[src/rtl/ctl_pkg.sv]
package ctl_pkg;

    localparam int OP_W = 8;
    localparam int FL_W = 3;

    localparam logic [OP_W-1:0] OPC_CLC  = 8'hF8;
    localparam logic [OP_W-1:0] OPC_STC  = 8'hF9;
    localparam logic [OP_W-1:0] OPC_CMC  = 8'hF5;
    localparam logic [OP_W-1:0] OPC_CLD  = 8'hFC;
    localparam logic [OP_W-1:0] OPC_STD  = 8'hFD;
    localparam logic [OP_W-1:0] OPC_CLI  = 8'hFA;
    localparam logic [OP_W-1:0] OPC_STI  = 8'hFB;
    localparam logic [OP_W-1:0] OPC_HLT  = 8'hF4;
    localparam logic [OP_W-1:0] OPC_NOP  = 8'h90;
    localparam logic [OP_W-1:0] OPC_WAIT = 8'h9B;
    localparam logic [OP_W-1:0] OPC_LOCK = 8'hF0;
    localparam logic [4:0]      OPC_ESC_HI = 5'b11011;

    typedef enum logic [3:0] {
        OK_NONE, OK_CLC, OK_STC, OK_CMC, OK_CLD, OK_STD, OK_CLI, OK_STI,
        OK_HLT, OK_NOP, OK_WAIT, OK_LOCK, OK_ESC
    } op_kind_e;

    typedef enum logic [1:0] {
        SQ_RUN, SQ_NOP, SQ_HALT, SQ_WAIT
    } sq_state_e;

    // bit 2 interrupt enable, bit 1 direction, bit 0 carry
    typedef struct packed {
        logic ie;
        logic df;
        logic cf;
    } flags_t;

    function automatic op_kind_e classify(input logic [OP_W-1:0] b);
        op_kind_e k;
        k = OK_NONE;
        if (b[7:3] == OPC_ESC_HI) begin
            k = OK_ESC;
        end else begin
            case (b)
                OPC_CLC:  k = OK_CLC;
                OPC_STC:  k = OK_STC;
                OPC_CMC:  k = OK_CMC;
                OPC_CLD:  k = OK_CLD;
                OPC_STD:  k = OK_STD;
                OPC_CLI:  k = OK_CLI;
                OPC_STI:  k = OK_STI;
                OPC_HLT:  k = OK_HLT;
                OPC_NOP:  k = OK_NOP;
                OPC_WAIT: k = OK_WAIT;
                OPC_LOCK: k = OK_LOCK;
                default:  k = OK_NONE;
            endcase
        end
        return k;
    endfunction

    function automatic logic touches_carry(input op_kind_e k);
        return (k == OK_CLC) || (k == OK_STC) || (k == OK_CMC);
    endfunction

    function automatic logic touches_ctrl(input op_kind_e k);
        return (k == OK_CLD) || (k == OK_STD) || (k == OK_CLI) || (k == OK_STI);
    endfunction

endpackage

[src/rtl/ctl_decode.sv]
module ctl_decode
    import ctl_pkg::*;
(
    input  logic            clk,
    input  logic            rst,
    input  logic            op_valid,
    input  logic [OP_W-1:0] op_byte,
    input  logic            ready,
    output logic            accept,
    output op_kind_e        kind
);

    always_comb begin
        kind   = classify(op_byte);
        accept = op_valid && ready && (kind != OK_NONE);
    end


    unknown_never_taken_chk: assert property (@(posedge clk) disable iff (rst)
        (op_valid && op_byte == 8'h00) |-> !accept);

endmodule

[src/rtl/ctl_flags.sv]
module ctl_flags
    import ctl_pkg::*;
(
    input  logic     clk,
    input  logic     rst,
    input  logic     accept,
    input  op_kind_e kind,
    input  logic     load,
    input  flags_t   load_val,
    output flags_t   flags
);

    flags_t nxt;

    always_comb begin
        nxt = flags;
        if (load) begin
            nxt = load_val;
        end else if (accept) begin
            case (kind)
                OK_CLC:  nxt.cf = 1'b0;
                OK_STC:  nxt.cf = 1'b1;
                OK_CMC:  nxt.cf = ~flags.cf;
                OK_CLD:  nxt.df = 1'b0;
                OK_STD:  nxt.df = 1'b1;
                OK_CLI:  nxt.ie = 1'b0;
                OK_STI:  nxt.ie = 1'b1;
                default: nxt = flags;
            endcase
        end
    end

    always_ff @(posedge clk) begin
        if (rst) flags <= '0;
        else     flags <= nxt;
    end


    cmc_flip_chk: assert property (@(posedge clk) disable iff (rst)
        (accept && kind == OK_CMC && !load) |=> (flags.cf != $past(flags.cf)));


    carry_ops_keep_ctrl_chk: assert property (@(posedge clk) disable iff (rst)
        (accept && touches_carry(kind) && !load) |=> ($stable(flags.df) && $stable(flags.ie)));


    ctrl_ops_keep_carry_chk: assert property (@(posedge clk) disable iff (rst)
        (accept && touches_ctrl(kind) && !load) |=> $stable(flags.cf));


    load_wins_chk: assert property (@(posedge clk) disable iff (rst)
        load |=> (flags == $past(load_val)));

endmodule

[src/rtl/ctl_seq.sv]
module ctl_seq
    import ctl_pkg::*;
#(
    parameter int NOP_CYCLES = 4
) (
    input  logic     clk,
    input  logic     rst,
    input  logic     accept,
    input  op_kind_e kind,
    input  logic     irq,
    input  logic     ie,
    input  logic     test_n,
    input  logic     insn_done,
    output logic     ready,
    output logic     halted,
    output logic     ip_inc,
    output logic     bus_lock,
    output logic     bus_release
);

    localparam int CNT_W = $clog2(NOP_CYCLES + 1);
    localparam logic [CNT_W-1:0] CNT_LOAD = CNT_W'(NOP_CYCLES - 1);

    sq_state_e        state;
    logic [CNT_W-1:0] cnt;

    always_ff @(posedge clk) begin
        if (rst) begin
            state <= SQ_RUN;
            cnt   <= '0;
        end else begin
            case (state)
                SQ_RUN: begin
                    if (accept) begin
                        case (kind)
                            OK_NOP: begin
                                state <= SQ_NOP;
                                cnt   <= CNT_LOAD;
                            end
                            OK_HLT:  state <= SQ_HALT;
                            OK_WAIT: state <= SQ_WAIT;
                            default: state <= SQ_RUN;
                        endcase
                    end
                end
                SQ_NOP: begin
                    if (cnt == '0) state <= SQ_RUN;
                    else           cnt   <= cnt - 1'b1;
                end
                SQ_HALT: begin
                    if (irq && ie) state <= SQ_RUN;
                end
                SQ_WAIT: begin
                    if (!test_n) state <= SQ_RUN;
                end
                default: state <= SQ_RUN;
            endcase
        end
    end

    always_ff @(posedge clk) begin
        if (rst) begin
            ip_inc      <= 1'b0;
            bus_release <= 1'b0;
            bus_lock    <= 1'b0;
        end else begin
            ip_inc      <= accept;
            bus_release <= accept && (kind == OK_ESC);
            if (accept && kind == OK_LOCK) bus_lock <= 1'b1;
            else if (insn_done)            bus_lock <= 1'b0;
        end
    end

    always_comb begin
        ready  = (state == SQ_RUN);
        halted = (state == SQ_HALT);
    end


    ip_from_accept_chk: assert property (@(posedge clk) disable iff (rst)
        ip_inc |-> $past(accept));


    nop_stall_chk: assert property (@(posedge clk) disable iff (rst)
        (accept && kind == OK_NOP) |=> !ready);


    nop_cnt_range_chk: assert property (@(posedge clk) disable iff (rst)
        (state == SQ_NOP) |-> (cnt <= CNT_LOAD));


    halt_stays_chk: assert property (@(posedge clk) disable iff (rst)
        (halted && !(irq && ie)) |=> halted);


    halt_exit_chk: assert property (@(posedge clk) disable iff (rst)
        (halted && irq && ie) |=> (ready && !halted));


    wait_stays_chk: assert property (@(posedge clk) disable iff (rst)
        (state == SQ_WAIT && test_n) |=> !ready);


    lock_hold_chk: assert property (@(posedge clk) disable iff (rst)
        (bus_lock && !insn_done) |=> bus_lock);


    release_with_ip_chk: assert property (@(posedge clk) disable iff (rst)
        bus_release |-> ip_inc);

endmodule

[src/rtl/ctl_unit.sv]
module ctl_unit
    import ctl_pkg::*;
#(
    parameter int NOP_CYCLES = 4
) (
    input  logic            clk,
    input  logic            rst,
    input  logic            op_valid,
    input  logic [OP_W-1:0] op_byte,
    input  logic            irq,
    input  logic            test_n,
    input  logic            insn_done,
    input  logic            flag_load,
    input  logic [FL_W-1:0] flag_word,
    output logic            carry,
    output logic            direction,
    output logic            intr_en,
    output logic            ip_inc,
    output logic            ready,
    output logic            halted,
    output logic            bus_lock,
    output logic            bus_release
);

    logic     accept;
    op_kind_e kind;
    flags_t   flags;

    ctl_decode u_dec (
        .clk      (clk),
        .rst      (rst),
        .op_valid (op_valid),
        .op_byte  (op_byte),
        .ready    (ready),
        .accept   (accept),
        .kind     (kind)
    );

    ctl_flags u_flags (
        .clk      (clk),
        .rst      (rst),
        .accept   (accept),
        .kind     (kind),
        .load     (flag_load),
        .load_val (flags_t'(flag_word)),
        .flags    (flags)
    );

    ctl_seq #(.NOP_CYCLES(NOP_CYCLES)) u_seq (
        .clk         (clk),
        .rst         (rst),
        .accept      (accept),
        .kind        (kind),
        .irq         (irq),
        .ie          (flags.ie),
        .test_n      (test_n),
        .insn_done   (insn_done),
        .ready       (ready),
        .halted      (halted),
        .ip_inc      (ip_inc),
        .bus_lock    (bus_lock),
        .bus_release (bus_release)
    );

    always_comb begin
        carry     = flags.cf;
        direction = flags.df;
        intr_en   = flags.ie;
    end


    busy_ignores_op_chk: assert property (@(posedge clk) disable iff (rst)
        (op_valid && !ready && !flag_load) |=> ($stable(flags) && !ip_inc));


    reset_clear_chk: assert property (@(posedge clk)
        rst |=> (flags == '0 && ready && !bus_lock && !ip_inc && !bus_release));

endmodule

[config.mk]
export PLATFORM = sky130hd
export DESIGN_NAME = ctl_unit
export DESIGN_NICKNAME = d
export VERILOG_FILES = /design/src/rtl/ctl_pkg.sv /design/src/rtl/ctl_decode.sv /design/src/rtl/ctl_flags.sv /design/src/rtl/ctl_seq.sv /design/src/rtl/ctl_unit.sv
export SDC_FILE = /design/constraint.sdc
export NUM_CORES = 1
export LEC_CHECK = 0
export CORE_MARGIN = 1.5
export CORE_UTILIZATION = 30
export CTS_CLUSTER_SIZE = 10
export DETAILED_ROUTE_END_ITERATION = 10
export DONT_BUFFER_PORTS = 1
export SYNTH_ARGS = -nofsm -noshare
export SYNTH_HDL_FRONTEND = slang
export SYNTH_SLANG_ARGS = --single-unit
[constraint.sdc]
create_clock -name clk -period 6.22 [get_ports clk]
set_input_delay 0.311 -clock clk [delete_from_list [all_inputs] [get_ports clk]]
set_output_delay 0.311 -clock clk [all_outputs]
set_load 0.005 [all_outputs]
* Word-level counts from Yosys, hierarchy flattened
Index checks and enable logic that the tools add are counted.
** Word-level totals
- Logic and storage cells :: 81
- Input bits :: 18
- Latch bits :: 0
- Memory bits (writable) :: 0
- Memories kept :: 0
- Output and inout bits :: 8
- Register bits after elaboration :: 11
- Memory bits (read-only) :: 0
** Cells by class
- Reduce and logical (&&, ||, !) cells :: 19
- Equal/unequal tests :: 33
- Multiplexer cells :: 19
- Shift-type cells :: 0
- Multiply operators :: 0
- Divide/modulo/power cells :: 0
- Bitwise operators :: 1
- Add/subtract/negate cells :: 1
- Magnitude comparators :: 0
** Operators with widths (number)
- equality test 8 bit, second input constant :: 11
- one-hot mux 4 bit (11 select lines) :: 1
- equality test 4 bit, second input constant :: 5
- equality test 4 x 3 -> 1 bit, second input constant :: 4
- 2-to-1 mux 3 bit :: 5
- equality test 4 x 2 -> 1 bit, second input constant :: 2
- 2-to-1 mux 2 bit :: 4
- != test 2 x 1 -> 1 bit, second input constant :: 4
- one-hot mux 2 bit (4 select lines) :: 1
- AND reduction 4 bit :: 2
- nonzero test 4 bit :: 2
- one-hot mux 2 bit (3 select lines) :: 1
- one-hot mux 3 bit (2 select lines) :: 1
- AND reduction 2 bit :: 3
- nonzero test 2 bit :: 3
- nonzero test 3 bit :: 2
- equality test 5 bit, second input constant :: 1
- logical AND 1 bit :: 5
- equality test 2 bit, second input constant :: 2
- equality test 4 x 1 -> 1 bit, second input constant :: 1
- 2-to-1 mux 4 bit :: 1
- != test 2 bit, second input constant :: 2
- one-hot mux 1 bit (2 select lines) :: 2
- logical NOT 3 bit :: 1
- other kinds (6) :: 7

* Depth between registers and ports, before layout
- Depth in word-level cells :: 7
- Depth in mapped cells :: 7
- Depth with buffers taken out :: 7

* Hierarchy
Synthesis repeated with hierarchy kept, for this count alone.
** Unflattened totals
- Cells, all modules :: 106
- Area total of the unflattened synthesis :: 862.1 sq um
** Modules (own cells, without submodules)
- ctl_seq :: area an instance 456.7 sq um, sequential area each 160.2 sq um, instances 1, cells an instance 50
- ctl_decode :: area an instance 207.7 sq um, sequential area each 0.0 sq um, instances 1, cells an instance 37
- ctl_flags :: area an instance 197.7 sq um, sequential area each 60.1 sq um, instances 1, cells an instance 19

* Least setup slack after synthesis
Ideal clock, no wire load.
- Path type :: register to register
- Start point :: reg u_seq.state[0]
- End point :: reg u_flags.flags[1] (netlist name)
- Slack :: 4.238 ns
- Library setup time :: 0.086 ns
- Path buffers :: 1
- Period minus slack after synthesis :: 1.982 ns
- Data arrival time :: 1.896 ns
- Required time :: 6.134 ns
- Cell stages (with the launch flop) :: 6
- Cell sequence :: dfxtp_1 -> or3b_1 -> buf_2 -> or4b_4 -> or3b_1 -> a221oi_2
** On the way
- Longest elaborated chain between the ends :: 5
** RTL lines
- from (decl) :: line ctl_seq.sv:24 : sq_state_e state;
- from (signal assigned) :: line ctl_seq.sv:29 : state <= SQ_RUN;
- from (signal assigned) :: line ctl_seq.sv:37 : state <= SQ_NOP;
- from (signal assigned) :: line ctl_seq.sv:40 : OK_HLT: state <= SQ_HALT;
- logical NOT 2 bit :: line ctl_seq.sv:75 : ready = (state == SQ_RUN);
- logical AND 1 bit (2 in series) :: line ctl_decode.sv:15 : accept = op_valid && ready && (kind != OK_NONE);
- nonzero test 2 bit (no line)
- AND reduction 2 bit (no line)
Every way passes these cells.
A chain may end at the register's enable or synchronous reset.

* Worst setup path in the final report
- Start point :: reg u_seq.state[1]
- End point :: reg u_flags.flags[1] (netlist name)
** On the way
- Longest elaborated chain between the ends :: 5
** RTL lines (line)
- logical NOT 2 bit :: ctl_seq.sv:75
- logical AND 1 bit (2 in series) :: ctl_decode.sv:15
- nonzero test 2 bit (no line)
- AND reduction 2 bit (no line)
Every way passes these cells.

==> run summary <==
status: finished, final reports clean
CTS Buffer Depth: 2
largest net degree at the start of global routing: 12
Hold-fix buffers, CTS: 0
sequential share of the synthesized area: 26.3%
Pwr Total: 0.142 mW
first-pass GRT wire length: 3.29 mm
Post-synth EDFFs: 0
DP Cell Count: 129
Final Hold Vio Count: 0
final hold slack: 0.100 ns
P&R area growth vs syn: 4.49%
Post-CTS Setup Bufs: 0
dpl ws: 4.13 ns
synthesized instance count: 104
ANT cells: 0
most common cell in the netlist: dfxtp_1
Ys Warns: 0
Max Transition Viols Final: 0
dpl hpwl: 1.52 mm
TritonCTS clock tree: built
top cells by area, synth: dfxtp_1 26%, a21oi_1 4.8%, inv_1 4.0%
Total GRT Usage: 13.1%
Antenna Violating Nets Remaining: 0
top post-synthesis cells by count: 11 x dfxtp_1, 9 x inv_1, 8 x a21oi_1
Starting DRT DRC Count: 47
flops & latches, synth: 11
clock sink count: 11
critical path launch point type: register
Worst Skew: 0.00395 ns
Rows: 18
Post-CTS Resized: 0
fmax: 476 MHz
Worst Path Arrival: 2.29 ns
Max IR drop VDD: 0.0825 mV
Distinct cells, synth: 43
I/O Pins: 26
Max-Cap Viols: 0
Final Setup Violations: 0
Power Density: 163 nW/um2
DRT Pass-1 Iters: 7
Yosys top cell by area: dfxtp_1
Post-Route WL: 1.93 mm
layout cells sized above 1: 11.7%
syn nets: 124
top-area cell type share of the netlist area: 26.3%
DR WL/cell: 14.5 um
die footprint: 3110 um2
vias in the first global route: 760
worst skew pair latency: 0.26 ns
Via Count: 780
Setup TNS: 0 ns
initial antenna violation count: 0
Mapped Area: 836 um2
Core ar.: 2570 um2
H-tree Lvls: 1
Combinational Power Share: 13.4%
fin crit period: 2.10 ns
Num CTS Buffers: 3
via/cell ratio: 5.86
Post-synth top flop: dfxtp_1
RSZ-0062 raised after global routing: no
relative slew slack: 57.2%
Overflow after GRT: 0
Sw Share: 24.5%
Int Power: 0.107 mW
critical path class: register to register
Mean Syn Cell Area: 8.04 um2
Root Driver: clkbuf_4
nets@finish: 124
Die X: 55.8 um
Tcrit/Tclk final: 33.8%
Port-buffer cells: 0
Worst Slack Setup Final: 4.12 ns
Clk network pwr share: 33.5%
asr flop ratio synth: 0%
post-route DRC violation count: 0
Crit Path Max Fanout: 11
Flop pwr share: 53.1%
Fillers: 289
CP endpoint kind: register
CP required: 6.41 ns
worst hold-check path type: primary input to register
GP Congestion: 0.862
Pleak: 0.310 nW
Slew @ Worst Pin: 0.636 ns
Post-Layout Cell Count: 133
die height: 55.8 um
NetSw: 0.0348 mW
Initial Utilization: 32.6%
CTS clk-pin slew, worst paths: 0.07 ns
-- power groups by stage --
| stage | clock network (mW) | logic [mW] | registers, mW |
|---|---|---|---|
| floorplan | 0 | 0.0193 | 0.0763 |
| global placement | 0 | 0.0186 | 0.0769 |
| detailed placement | 0 | 0.0191 | 0.0771 |
| finish | 0.0476 | 0.0191 | 0.0754 |
| global route | 0.0527 | 0.0214 | 0.0758 |
| CTS | 0.0489 | 0.0192 | 0.0754 |
-- worst max-delay path, cell delays in order (launching register included) --
cell,delay [ns]
dfxtp_1,0.40
or3b_1,0.50
or4b_4,0.55
or3b_1,0.37
a221oi_2,0.20
-- cells in the final DEF (no fill, tap or decap), types with 2 or more instances in the layout --
cell | synthesis | layout
a21oi_1 | 8 | 8
inv_1 | 9 | 9
and4b_1 | 2 | 2
ha_1 | 2 | 2
nand3_1 | 5 | 5
dfxtp_1 | 11 | 11
or2_2 | 2 | 2
nor3_1 | 5 | 5
nor2b_1 | 5 | 5
nor2_1 | 7 | 7
clkbuf_4 | 0 | 3
a211oi_1 | 4 | 4
xor2_1 | 2 | 2
nand2_1 | 4 | 4
o21ai_0 | 3 | 3
nand4_1 | 2 | 2
nor4_1 | 2 | 2
mux2i_1 | 2 | 2
or3b_1 | 2 | 2
-- stage by stage --
stage | area [um2] | utilization, %
after floorplan | 836 | -
after global placement | 847 | 33.0
after detailed placement | 847 | 33.0
after CTS | 873 | 34.0
after global routing | 873 | 34.0
final | 873 | 34.0
-- final timing paths --
kind	from	end	slack, ns	cells past startpoint
max	u_seq.state[1]	u_flags.flags[1]	4.12	4
min	rst	u_flags.flags[1]	0.10	1
max reg2reg	u_seq.state[1]	u_flags.flags[1]	4.12	4
min reg2reg	u_seq.cnt[1]	u_seq.cnt[1]	0.49	2
-- area by class of cell --
cell class | instances | area [um2] | share of cell area [%]
Inverter | 9 | 33.8 | 3.87
Sequential cell | 11 | 220 | 25.2
Clock buffer | 4 | 26.3 | 3.01
Tap cell | 30 | 37.5 | 4.30
Multi-Input combinational cell | 79 | 556 | 63.6
-- flip-flops by register name (all words and copies together) (netlist names) --
name	cells
u_flags.flags	3
u_seq.bus_lock	1
u_seq.bus_release	1
u_seq.cnt	3
u_seq.ip_inc	1
u_seq.state	2
-- layer usage --
layer	share of wire, %	global-route usage, %
met1	46	16.7
met2	45	20.4
met3	7.0	2.56
met4	2.3	7.32
met5	0	0
-- cells by family (layout without fill, tap and decap cells) --
| group | count (synthesis) | in the layout | synth area share, % |
|---|---|---|---|
| multiplexers | 3 | 3 | 3.74 |
| adder cells (fa/ha/maj) | 2 | 2 | 2.99 |
| flip-flops | 11 | 11 | 26.3 |
| AND/OR/NAND/NOR | 46 | 46 | 34.7 |
| buffers and inverters | 14 | 13 | 7.18 |
| AO/OA/AOI/OAI | 25 | 25 | 21.9 |
| XOR/XNOR | 3 | 3 | 3.14 |
No activity file was read; power rests on OpenSTA's default activity.
